--- src/rtl/irq_pkg.sv ---
package irq_pkg;
  localparam int LVL_W = 2;
  typedef enum logic [LVL_W-1:0] {
    LV_NONE = 2'd0,
    LV_LOW  = 2'd1,
    LV_HIGH = 2'd2,
    LV_TOP  = 2'd3
  } irq_lvl_e;
  localparam int NUM_LVL = 3;
endpackage

--- src/rtl/irq_level_map.sv ---
module irq_level_map
  import irq_pkg::*;
#(
  parameter int NUM_VEC  = 8,
  parameter int NUM_XCAP = 2
) (
  input  logic [NUM_VEC-1:0]            lvl_hi,
  output logic [NUM_VEC-1:0][LVL_W-1:0] lvl_o
);
  for (genvar i = 0; i < NUM_VEC; i++) begin : g_map
    if (i < NUM_XCAP) begin : g_top_capable
      assign lvl_o[i] = lvl_hi[i] ? LV_TOP : LV_LOW;
    end else begin : g_high_capable
      assign lvl_o[i] = lvl_hi[i] ? LV_HIGH : LV_LOW;
    end
  end
endmodule

--- src/rtl/irq_pick.sv ---
module irq_pick
  import irq_pkg::*;
#(
  parameter int NUM_VEC = 8,
  localparam int IDX_W  = $clog2(NUM_VEC)
) (
  input  logic [NUM_VEC-1:0]            req_elig,
  input  logic [NUM_VEC-1:0][LVL_W-1:0] lvl,
  input  logic [LVL_W-1:0]              cur_lvl,
  output logic                          cand_valid,
  output logic [IDX_W-1:0]              cand_idx,
  output logic [LVL_W-1:0]              cand_lvl
);
  // Scan from the top index down; ">=" lets a lower index take over a tie.
  always_comb begin
    cand_valid = 1'b0;
    cand_idx   = '0;
    cand_lvl   = LV_NONE;
    for (int i = NUM_VEC - 1; i >= 0; i--) begin
      if (req_elig[i] && (lvl[i] > cur_lvl) && (lvl[i] >= cand_lvl)) begin
        cand_valid = 1'b1;
        cand_idx   = IDX_W'(i);
        cand_lvl   = lvl[i];
      end
    end
  end
endmodule

--- src/rtl/irq_active_set.sv ---
module irq_active_set
  import irq_pkg::*;
(
  input  logic             clk,
  input  logic             rst_n,
  input  logic             push,
  input  logic [LVL_W-1:0] push_lvl,
  input  logic             pop,
  output logic [LVL_W-1:0] cur_lvl
);
  // Nesting is strictly rising, so a set of active levels acts as the stack.
  logic [NUM_LVL-1:0] act_q, act_n;
  logic               act_en;

  always_comb begin
    cur_lvl = LV_NONE;
    for (int k = 0; k < NUM_LVL; k++) begin
      if (act_q[k]) cur_lvl = LVL_W'(k + 1);
    end
  end

  always_comb begin
    act_n  = act_q;
    act_en = push | pop;
    if (push) begin
      act_n[push_lvl - 2'd1] = 1'b1;
    end else if (pop && cur_lvl != LV_NONE) begin
      act_n[cur_lvl - 2'd1] = 1'b0;
    end
  end

  always_ff @(posedge clk or negedge rst_n) begin
    if (!rst_n)      act_q <= '0;
    else if (act_en) act_q <= act_n;
  end

  assert_push_above_R6: assert property (@(posedge clk) disable iff (!rst_n)
    push |-> (push_lvl > cur_lvl));
  assert_pop_empty_R9: assert property (@(posedge clk) disable iff (!rst_n)
    (pop && !push && act_q == '0) |=> (act_q == '0));
  assert_pop_lowers_R9: assert property (@(posedge clk) disable iff (!rst_n)
    (pop && !push && act_q != '0) |=> (cur_lvl < $past(cur_lvl)));
endmodule

--- src/rtl/irq_nest_arb.sv ---
module irq_nest_arb
  import irq_pkg::*;
#(
  parameter int NUM_VEC    = 8,
  parameter int NUM_XCAP   = 2,
  parameter int ADDR_W     = 8,
  parameter int VEC_BASE   = 3,
  parameter int VEC_STRIDE = 8
) (
  input  logic              clk,
  input  logic              rst_n,
  input  logic [NUM_VEC-1:0] irq_req,
  input  logic [NUM_VEC-1:0] irq_mask,
  input  logic [NUM_VEC-1:0] lvl_hi,
  input  logic              cpu_ack,
  input  logic              cpu_reti,
  output logic              cpu_irq,
  output logic [ADDR_W-1:0] vec_addr
);
  localparam int IDX_W = $clog2(NUM_VEC);

  // Reset: asserted asynchronously, released after two clock edges.
  logic [1:0] rs_q;
  logic       rst_sync_n;
  always_ff @(posedge clk or negedge rst_n) begin
    if (!rst_n) rs_q <= 2'b00;
    else        rs_q <= {rs_q[0], 1'b1};
  end
  assign rst_sync_n = rs_q[1];

  logic [NUM_VEC-1:0][LVL_W-1:0] lvl;
  logic [LVL_W-1:0]              cur_lvl, cand_lvl;
  logic                          cand_valid;
  logic [IDX_W-1:0]              cand_idx;
  logic [NUM_VEC-1:0]            req_elig;

  assign req_elig = irq_req & ~irq_mask;

  irq_level_map #(.NUM_VEC(NUM_VEC), .NUM_XCAP(NUM_XCAP)) map_i (
    .lvl_hi (lvl_hi),
    .lvl_o  (lvl)
  );

  irq_pick #(.NUM_VEC(NUM_VEC)) pick_i (
    .req_elig   (req_elig),
    .lvl        (lvl),
    .cur_lvl    (cur_lvl),
    .cand_valid (cand_valid),
    .cand_idx   (cand_idx),
    .cand_lvl   (cand_lvl)
  );

  logic take, pop;
  logic [LVL_W-1:0] pend_q, pend_n;
  logic             irq_q, irq_n;
  logic [ADDR_W-1:0] vec_q, vec_n;
  logic             out_en;

  assign take = cpu_ack & irq_q;
  assign pop  = cpu_reti & ~take;

  irq_active_set act_i (
    .clk      (clk),
    .rst_n    (rst_sync_n),
    .push     (take),
    .push_lvl (pend_q),
    .pop      (pop),
    .cur_lvl  (cur_lvl)
  );

  always_comb begin
    irq_n  = irq_q;
    vec_n  = vec_q;
    pend_n = pend_q;
    out_en = 1'b0;
    if (take) begin
      irq_n  = 1'b0;
      out_en = 1'b1;
    end else if (cand_valid) begin
      irq_n  = 1'b1;
      vec_n  = ADDR_W'(VEC_BASE + int'(cand_idx) * VEC_STRIDE);
      pend_n = cand_lvl;
      out_en = 1'b1;
    end
  end

  always_ff @(posedge clk or negedge rst_sync_n) begin
    if (!rst_sync_n) begin
      irq_q  <= 1'b0;
      vec_q  <= '0;
      pend_q <= LV_NONE;
    end else if (out_en) begin
      irq_q  <= irq_n;
      vec_q  <= vec_n;
      pend_q <= pend_n;
    end
  end

  assign cpu_irq  = irq_q;
  assign vec_addr = vec_q;

  assert_pick_requested_R5: assert property (@(posedge clk) disable iff (!rst_sync_n)
    cand_valid |-> (irq_req[cand_idx] && !irq_mask[cand_idx]));
  assert_pick_above_R6: assert property (@(posedge clk) disable iff (!rst_sync_n)
    (cand_valid && !take) |=> (cpu_irq && pend_q > cur_lvl));
  assert_held_R7: assert property (@(posedge clk) disable iff (!rst_sync_n)
    (cpu_irq && !cpu_ack) |=> cpu_irq);
  assert_ack_drops_R8: assert property (@(posedge clk) disable iff (!rst_sync_n)
    (cpu_irq && cpu_ack) |=> (!cpu_irq && $stable(vec_addr)));
  assert_stray_ack_R10: assert property (@(posedge clk) disable iff (!rst_sync_n)
    (cpu_ack && !cpu_irq && !cpu_reti) |=> $stable(cur_lvl));
endmodule

--- config.mk ---
export PLATFORM = sky130hd
export DESIGN_NAME = irq_nest_arb
export DESIGN_NICKNAME = d
export VERILOG_FILES = /design/src/rtl/irq_pkg.sv /design/src/rtl/irq_level_map.sv /design/src/rtl/irq_pick.sv /design/src/rtl/irq_active_set.sv /design/src/rtl/irq_nest_arb.sv
export SDC_FILE = /design/constraint.sdc
export NUM_CORES = 1
export LEC_CHECK = 0
export ABC_AREA = 1
export CAP_MARGIN = 20
export CORE_MARGIN = 1.5
export CORE_UTILIZATION = 34
export DETAILED_ROUTE_END_ITERATION = 8
export GPL_TIMING_DRIVEN = 0
export SYNTH_ARGS = -nofsm -noshare
export SYNTH_HDL_FRONTEND = slang
export SYNTH_SLANG_ARGS = --single-unit
--- constraint.sdc ---
create_clock -name clk -period 1.6 [get_ports clk]
set_clock_uncertainty 0.2 [all_clocks]
set_input_delay 0.24 -clock clk [delete_from_list [all_inputs] [get_ports clk]]
set_output_delay 0.24 -clock clk [all_outputs]
set_load 0.05 [all_outputs]
Yosys cells after proc, flatten, opt, wreduce, memory -nomap -nowiden:

Index checks and enable logic that the tools add are counted.

* bits in latches: 0
* bits of input ports: 28
* output and inout port bits: 9
* logic and storage cells: 107
* ROM bits: 0
* bits in writable memories: 0
* bits in registers: 16
* memories kept: 0

* div/mod/pow operators: 0
* add/subtract/negate cells: 3
* bitwise operators: 9
* reductions and logical operators: 25
* $mul: 0
* mux-type cells: 45
* eq/ne operators: 0
* magnitude comparators: 20
* shifts and indexed selects: 0

Operators with widths (number)
* 2-to-1 mux 2 bit: 18
* 2-to-1 mux 3 bit: 10
* logical AND 1 bit: 19
* greater-than comparator 2 bit: 8
* 2-to-1 mux 1 bit: 15
* >= comparator 2 bit: 7
* AND 8 bit: 1
* NOT 8 bit: 1
* adder 2 x 6 -> 7 bit, first input constant: 1
* >= comparator 2 x 1 -> 1 bit, second input constant: 3
* < comparator 2 x 3 -> 1 bit, second input constant: 2
* nonzero test 2 bit: 3
* demux 1 bit (select 2 bit): 2
* AND reduction 2 bit: 2
* subtractor 2 x 1 -> 2 bit, second input constant: 2
* AND 3 bit: 1
* NOT 3 bit: 1
* OR 3 bit: 1
* AND reduction 3 bit: 1
* AND 1 bit: 2
* NOT 1 bit: 1
* OR 1 bit: 1

Longest topological paths before layout:

* depth after elaboration: 31
* gate-level depth with buffers: 59
* gate-level depth less buffers: 59

Hierarchy:

From an unflattened synthesis, not the netlist that was laid out.

* cell total of the unflattened synthesis: 269
* area total of the unflattened synthesis: 1769.2 µm²

Modules (own cells, without submodules)
* irq_pick: sequential area each 0.0 µm², instances 1, area each 1062.3 µm², cells an instance 174
* irq_nest_arb: sequential area each 225.2 µm², instances 1, area each 429.2 µm², cells an instance 55
* irq_active_set: sequential area each 75.1 µm², instances 1, area each 176.4 µm², cells an instance 23
* irq_level_map: sequential area each 0.0 µm², instances 1, area each 101.3 µm², cells an instance 17

Worst setup path after synthesis:

OpenSTA, ideal clock, no wires.

* path type: register -> register
* from: reg act_i.act_q[1]
* to: reg vec_q[3] (netlist: vec_addr[3])
* path slack: -4495 ps
* setup time: 66 ps
* required time: 1334 ps
* path buffers: 0
* data arrival time: 5829 ps
* cell stages (with the launch flop): 52
* clock period less this slack: 6095 ps
* cells stage by stage: dfrtp_1 nor2_1 ha_1 nand2_1 inv_2 nor2_4 nand2_1 nor2_1 ha_1 nand2_1 nand3_2 nand3_2 o21ai_0 o21ai_0 inv_1 ha_1 inv_1 nand2_1 [... 16 more ...] o211a_1 nand2_2 or2_1 nand2_1 ha_1 inv_1 nand2_1 a21oi_1 inv_1 nand2_1 nand2_1 nand3_1 nand2_1 nor2_4 nand2_2 nand2_4 nand2_1 nand2_1

* word-level cells in the longest chain between the ends: 30
* elaborated cells between the ends (all ways): 60
* those cells by class: add/sub: 1; order compare: 15; mux: 27; reduce/logical: 17

Ends and longest elaborated chain
* from (decl): line irq_active_set.sv:12 `logic [NUM_LVL-1:0] act_q, act_n;`
* from (signal assigned): line irq_active_set.sv:34 `else if (act_en) act_q <= act_n;`
* 2-to-1 mux 2 bit * (2 in series): line irq_active_set.sv:18 `if (act_q[k]) cur_lvl = LVL_W'(k + 1);`
* parallel branches: the longest is 28 deep, another holds greater-than comparator 2 bit
* to (signal assigned): line irq_nest_arb.sv:94 `vec_q <= vec_n;`
* to (decl): line irq_nest_arb.sv:56 `logic [ADDR_W-1:0] vec_q, vec_n;`

Mark *: on every way between the ends.
A chain may end at the register's enable or synchronous reset.

Worst setup path after layout:

* from: reg act_i.act_q[1]
* to: reg irq_q (netlist: cpu_irq)

* word-level cells in the longest chain between the ends: 30
* elaborated cells between the ends (all ways): 52
* those cells by class: order compare: 15; mux: 19; reduce/logical: 18

Ends and longest elaborated chain
* 2-to-1 mux 2 bit * (2 in series): line irq_active_set.sv:18
* greater-than comparator 2 bit: line irq_pick.sv:20 `if (req_elig[i] && (lvl[i] > cur_lvl) && (lvl[i] >= cand_lvl)) begin`
* logical AND 1 bit (2 in series): line irq_pick.sv:20
* 2-to-1 mux 2 bit: line irq_pick.sv:20
* >= comparator 2 bit: line irq_pick.sv:20
* logical AND 1 bit: line irq_pick.sv:20
* 2-to-1 mux 2 bit: line irq_pick.sv:20
* >= comparator 2 bit: line irq_pick.sv:20
* [... 12 more ...]
* logical AND 1 bit: line irq_pick.sv:20
* 2-to-1 mux 2 bit: line irq_pick.sv:20
* >= comparator 2 bit: line irq_pick.sv:20
* logical AND 1 bit: line irq_pick.sv:20
* 2-to-1 mux 1 bit *: line irq_pick.sv:20
* 2-to-1 mux 1 bit: line irq_nest_arb.sv:79 `end else if (cand_valid) begin`
* 2-to-1 mux 1 bit: line irq_nest_arb.sv:76 `if (take) begin`
* AND reduction 2 bit (no line) *
* to (signal assigned): line irq_nest_arb.sv:93 `irq_q <= irq_n;`
* to (decl): line irq_nest_arb.sv:55 `logic irq_q, irq_n;`

Every way passes the cells marked *; elsewhere a longest branch is shown, timed or not.

==> impl_metrics.sql <==
INSERT INTO impl_metrics (metric_group, metric, value, unit) VALUES
('run_status', 'run_status', 'complete, but fails checks', ''),
('run_status', 'violations_in_the_final_reports', 'negative setup slack', ''),
('global_route', 'grt_usage', '15.8', '%'),
('synth', 'synth_commonest_cells', '58 x nand2_1, 34 x inv_1, 21 x ha_1, 16 x nand3_1, 12 x dfrtp_1', ''),
('synth', 'ys_top_cells_by_area', 'dfrtp_1 20%, ha_1 18%, nand2_1 15%', ''),
('clock_tree', 'cts-htree-levels', '1', ''),
('synth', 'syn_area', '0.00147', 'mm²'),
('die', 'die_width', '68.8', 'µm'),
('placement', 'place.gp.congestion', '0.725', ''),
('finish', 'antenna_cells_inserted', '0', ''),
('finish', 'drive_above_1_share', '38.8', '%'),
('detailed_routing', 'drt-total-wl', '3.68', 'mm'),
('detailed_routing', 'detailroute.via_count', '1624', ''),
('clock_tree', 'number_of_sinks_driven_by_the_clock_tree', '12', ''),
('clock_tree', 'cts_tree', 'yes', ''),
('synth', 'synth_enable_flop_cells', '0', ''),
('sta', 'final-setup-viol-count', '10', ''),
('setup_path', 'crit_required', '1.53', 'ns'),
('sta', 'final_period_minus_worst_setup_slack', '5.98', 'ns'),
('die', 'floorplan.initialDensity', '36.1', '%'),
('detailed_routing', 'detailedRoute.firstIterationViolations', '40', ''),
('synth', 'synth_area_leader_cell', 'dfrtp_1', ''),
('sta', 'slew_viol_final', '0', ''),
('synth', 'netlist.area_leader.share', '20.4', '%'),
('setup_path', 'critical_path.max_fanout', '6', ''),
('sta', 'fmax', '0.167', 'GHz'),
('flow_run', 'cap_viol_max_count', '0', ''),
('synth', 'syn_area_per_cell', '6.99', 'µm²'),
('detailed_routing', 'via_per_inst', '4.76', ''),
('die', 'die_y', '68.8', 'µm'),
('detailed_routing', 'detail_route.drc_violations', '0', ''),
('min_path', 'timing.hold.worst.class', 'reg2reg', ''),
('sta', 'setup_ws', '-4.38', 'ns'),
('placement', 'numPortBuffers', '33', ''),
('pwr', 'ir_worst_vdd', '0.000642', 'V'),
('detailed_routing', 'avgRoutedWirePerCell', '10.8', 'µm'),
('sta', 'hold_viol', '0', ''),
('synth', 'synth_cell_type_count', '31', ''),
('global_route', 'gr-total-overflow', '0', ''),
('pwr', 'power.total', '3.99', 'mW'),
('setup_path', 'cp-end-kind', 'register', ''),
('finish', 'area_growth', '65.1', '%'),
('sta', 'finalCritPeriodShare', '374', '%'),
('pwr', 'p_leak', '1.26', 'nW'),
('pwr', 'power_density', '1640', 'mW/mm²'),
('global_route', 'pin_count_of_the_biggest_net_entering_global_routing', '11', ''),
('global_route', 'grt_first_pass_wirelength', '5.87', 'mm'),
('die', 'fp.dieArea', '0.00474', 'mm²'),
('clock_tree', 'worst_skew_pair.late_latency', '0.24', 'ns'),
('setup_path', 'worst-setup-path-type', 'reg2reg', ''),
('placement', 'dpl.hpwl', '2.37', 'mm'),
('sta', 'rsz_0062_raised_after_global_routing', 'yes', ''),
('finish', 'final_net_count', '341', ''),
('clock_tree', 'cts.clk_slew.worst_paths', '0.05', 'ns'),
('finish', 'fillerInstances', '383', ''),
('synth', 'synthesis.instances', '211', ''),
('detailed_routing', 'ant_nets', '0', ''),
('die', 'rows', '23', ''),
('setup_path', 'worstSetupStartpointType', 'register', ''),
('synth', 'ys.warnings.count', '0', ''),
('global_route', 'antenna_found_initial', '0', ''),
('detailed_routing', 'drt_pass1_iterations', '4', ''),
('synth', 'leading_cell_type_by_number_of_instances_after_synthesis', 'nand2_1', ''),
('clock_tree', 'cts.root.buffer_cell', 'clkbuf_8', ''),
('clock_tree', 'cts_max_path_buffers', '2', ''),
('setup_path', 'crit_path_max_incr_delay', '0.39', 'ns'),
('setup_path', 'worst-r2r-cell-count', '52', ''),
('synth', 'synth_sequential_area_ratio', '20.4', '%'),
('setup_path', 'crit_path_top_delay_cell', 'dfrtp_1', ''),
('die', 'core_footprint', '0.00409', 'mm²'),
('synth', 'ys_ff_latch', '12', ''),
('die', 'ports_placed_on_the_boundary', '37', ''),
('min_path', 'holdPathStages', '0', ''),
('synth', 'ys_async_sr_fraction', '100', '%'),
('setup_path', 'worst-endpoint-arrival', '5.91', 'ns'),
('global_route', 'first_global_vias', '1440', ''),
('synth', 'leading_register_cell_type_out_of_synthesis', 'dfrtp_1', ''),
('clock_tree', 'cts_buffers', '3', ''),
('placement', 'preCtsSetupSlack', '-5.02', 'ns');
[per-layer routing]
metal / wire (µm) / global-route usage [%] / vias up / part of all wire (%)
li1: - / - / 847 / -
met1: 1630 / 21.1 / 728 / 44
met2: 1790 / 27.2 / 42 / 48
met3: 228 / 3.41 / 7 / 6.2
met4: 40 / 1.72 / 0 / 1.1
met5: 0 / 0 / - / 0
[flip-flops by register name (all words and copies together), names as in the netlist]
register,flops
vec_addr,4
cpu_irq,1
rs_q,2
pend_q,2
act_i.act_q,3
[per-stage QoR]
step | TNS [ns] | util (%) | std cells | instance area (µm²) | hold slack (ns)
3_3_place_gp | -35.19 | 47.2 | 296 | 1930 | -0.0278
2_1_floorplan | -28.81 | - | 213 | 1540 | -0.256
6_report | -31.17 | 59.6 | 341 | 2430 | 0.145
4_1_cts | -30.20 | 56.1 | 330 | 2290 | 0.149
5_1_grt | -34.96 | 59.6 | 341 | 2430 | 0.158
3_5_place_dp | -35.31 | 47.2 | 296 | 1930 | -0.0196
[placed cells by master, fill, tap and decap left out, types with 2 or more instances in the layout]
cell / netlist / routed
o21bai_1: 4 / 4
clkbuf_8: 0 / 4
ha_4: 0 / 4
dlygate4sd3_1: 0 / 2
clkdlybuf4s50_1: 0 / 26
buf_4: 4 / 40
nand3_1: 16 / 11
o21ai_1: 0 / 2
nand3_2: 4 / 8
nor2_1: 6 / 2
a21oi_1: 10 / 7
nor2_2: 1 / 4
dlygate4sd2_1: 0 / 3
nand2_2: 8 / 20
nand2_1: 58 / 43
nand2_4: 2 / 5
ha_1: 21 / 17
dfrtp_1: 12 / 12
nor2_4: 2 / 3
conb_1: 2 / 4
buf_6: 0 / 3
nand4_1: 3 / 3
inv_2: 3 / 8
nand3_4: 1 / 2
o21ai_2: 0 / 2
o211ai_1: 3 / 3
a21oi_2: 2 / 4
inv_1: 34 / 28
clkdlybuf4s15_1: 0 / 2
[cells by family after synthesis]
logic type / after synthesis / share of synthesized area, %
AND/OR/NAND/NOR: 105 / 36.2
buffers and inverters: 42 / 11.7
AO/OA/AOI/OAI: 29 / 13.4
adder cells (fa/ha/maj): 21 / 17.8
flip-flops: 12 / 20.4
other: 2 / 0.510
[critical path, delay by kind of cell, from the launching register on]
family	cells	cell delay (ns)
AND/OR/NAND/NOR	32	2.78
flip-flops	1	0.39
buffers and inverters	10	0.60
adder cells (fa/ha/maj)	6	1.45
AO/OA/AOI/OAI	4	0.43
[timing repair]
item | CTS | global route
buffers inserted | 28 | 11
hold buffers | 2 | 0
gates resized for setup | 25 | 25
setup endpoints to repair | 13 | 13
endpoints found under the hold margin | 12 | 0
pin swaps | 22 | 24
[worst paths after layout]
kind	start	endpoint	slack (ns)
setup reg to reg	act_i.act_q[1]	cpu_irq	-4.38
max in group asynchronous	rs_q[1]	vec_addr[4]	0.36
hold / removal	rs_q[0]	rs_q[1]	0.15
setup / recovery	act_i.act_q[1]	cpu_irq	-4.38
hold reg to reg	rs_q[0]	rs_q[1]	0.15
min in group asynchronous	rs_q[1]	vec_addr[1]	0.52
[report_power, final]
part | internal [mW] | switching (mW)
sequential | 0.415 | 0.0895
clock | 0.217 | 0.108
combinational | 1.42 | 1.75
[area by class of cell]
type,instances,area (µm²),share of cell area (%)
inverters,38,145,5.96
multi-input cells,159,1190,49.0
plain buffers,4,30.0,1.23
flip-flops and latches,12,300,12.3
repair buffers,74,647,26.6
well taps,50,62.6,2.57
clock buffers,4,55.1,2.26
Note: power is estimated with default switching activity, not from simulation.
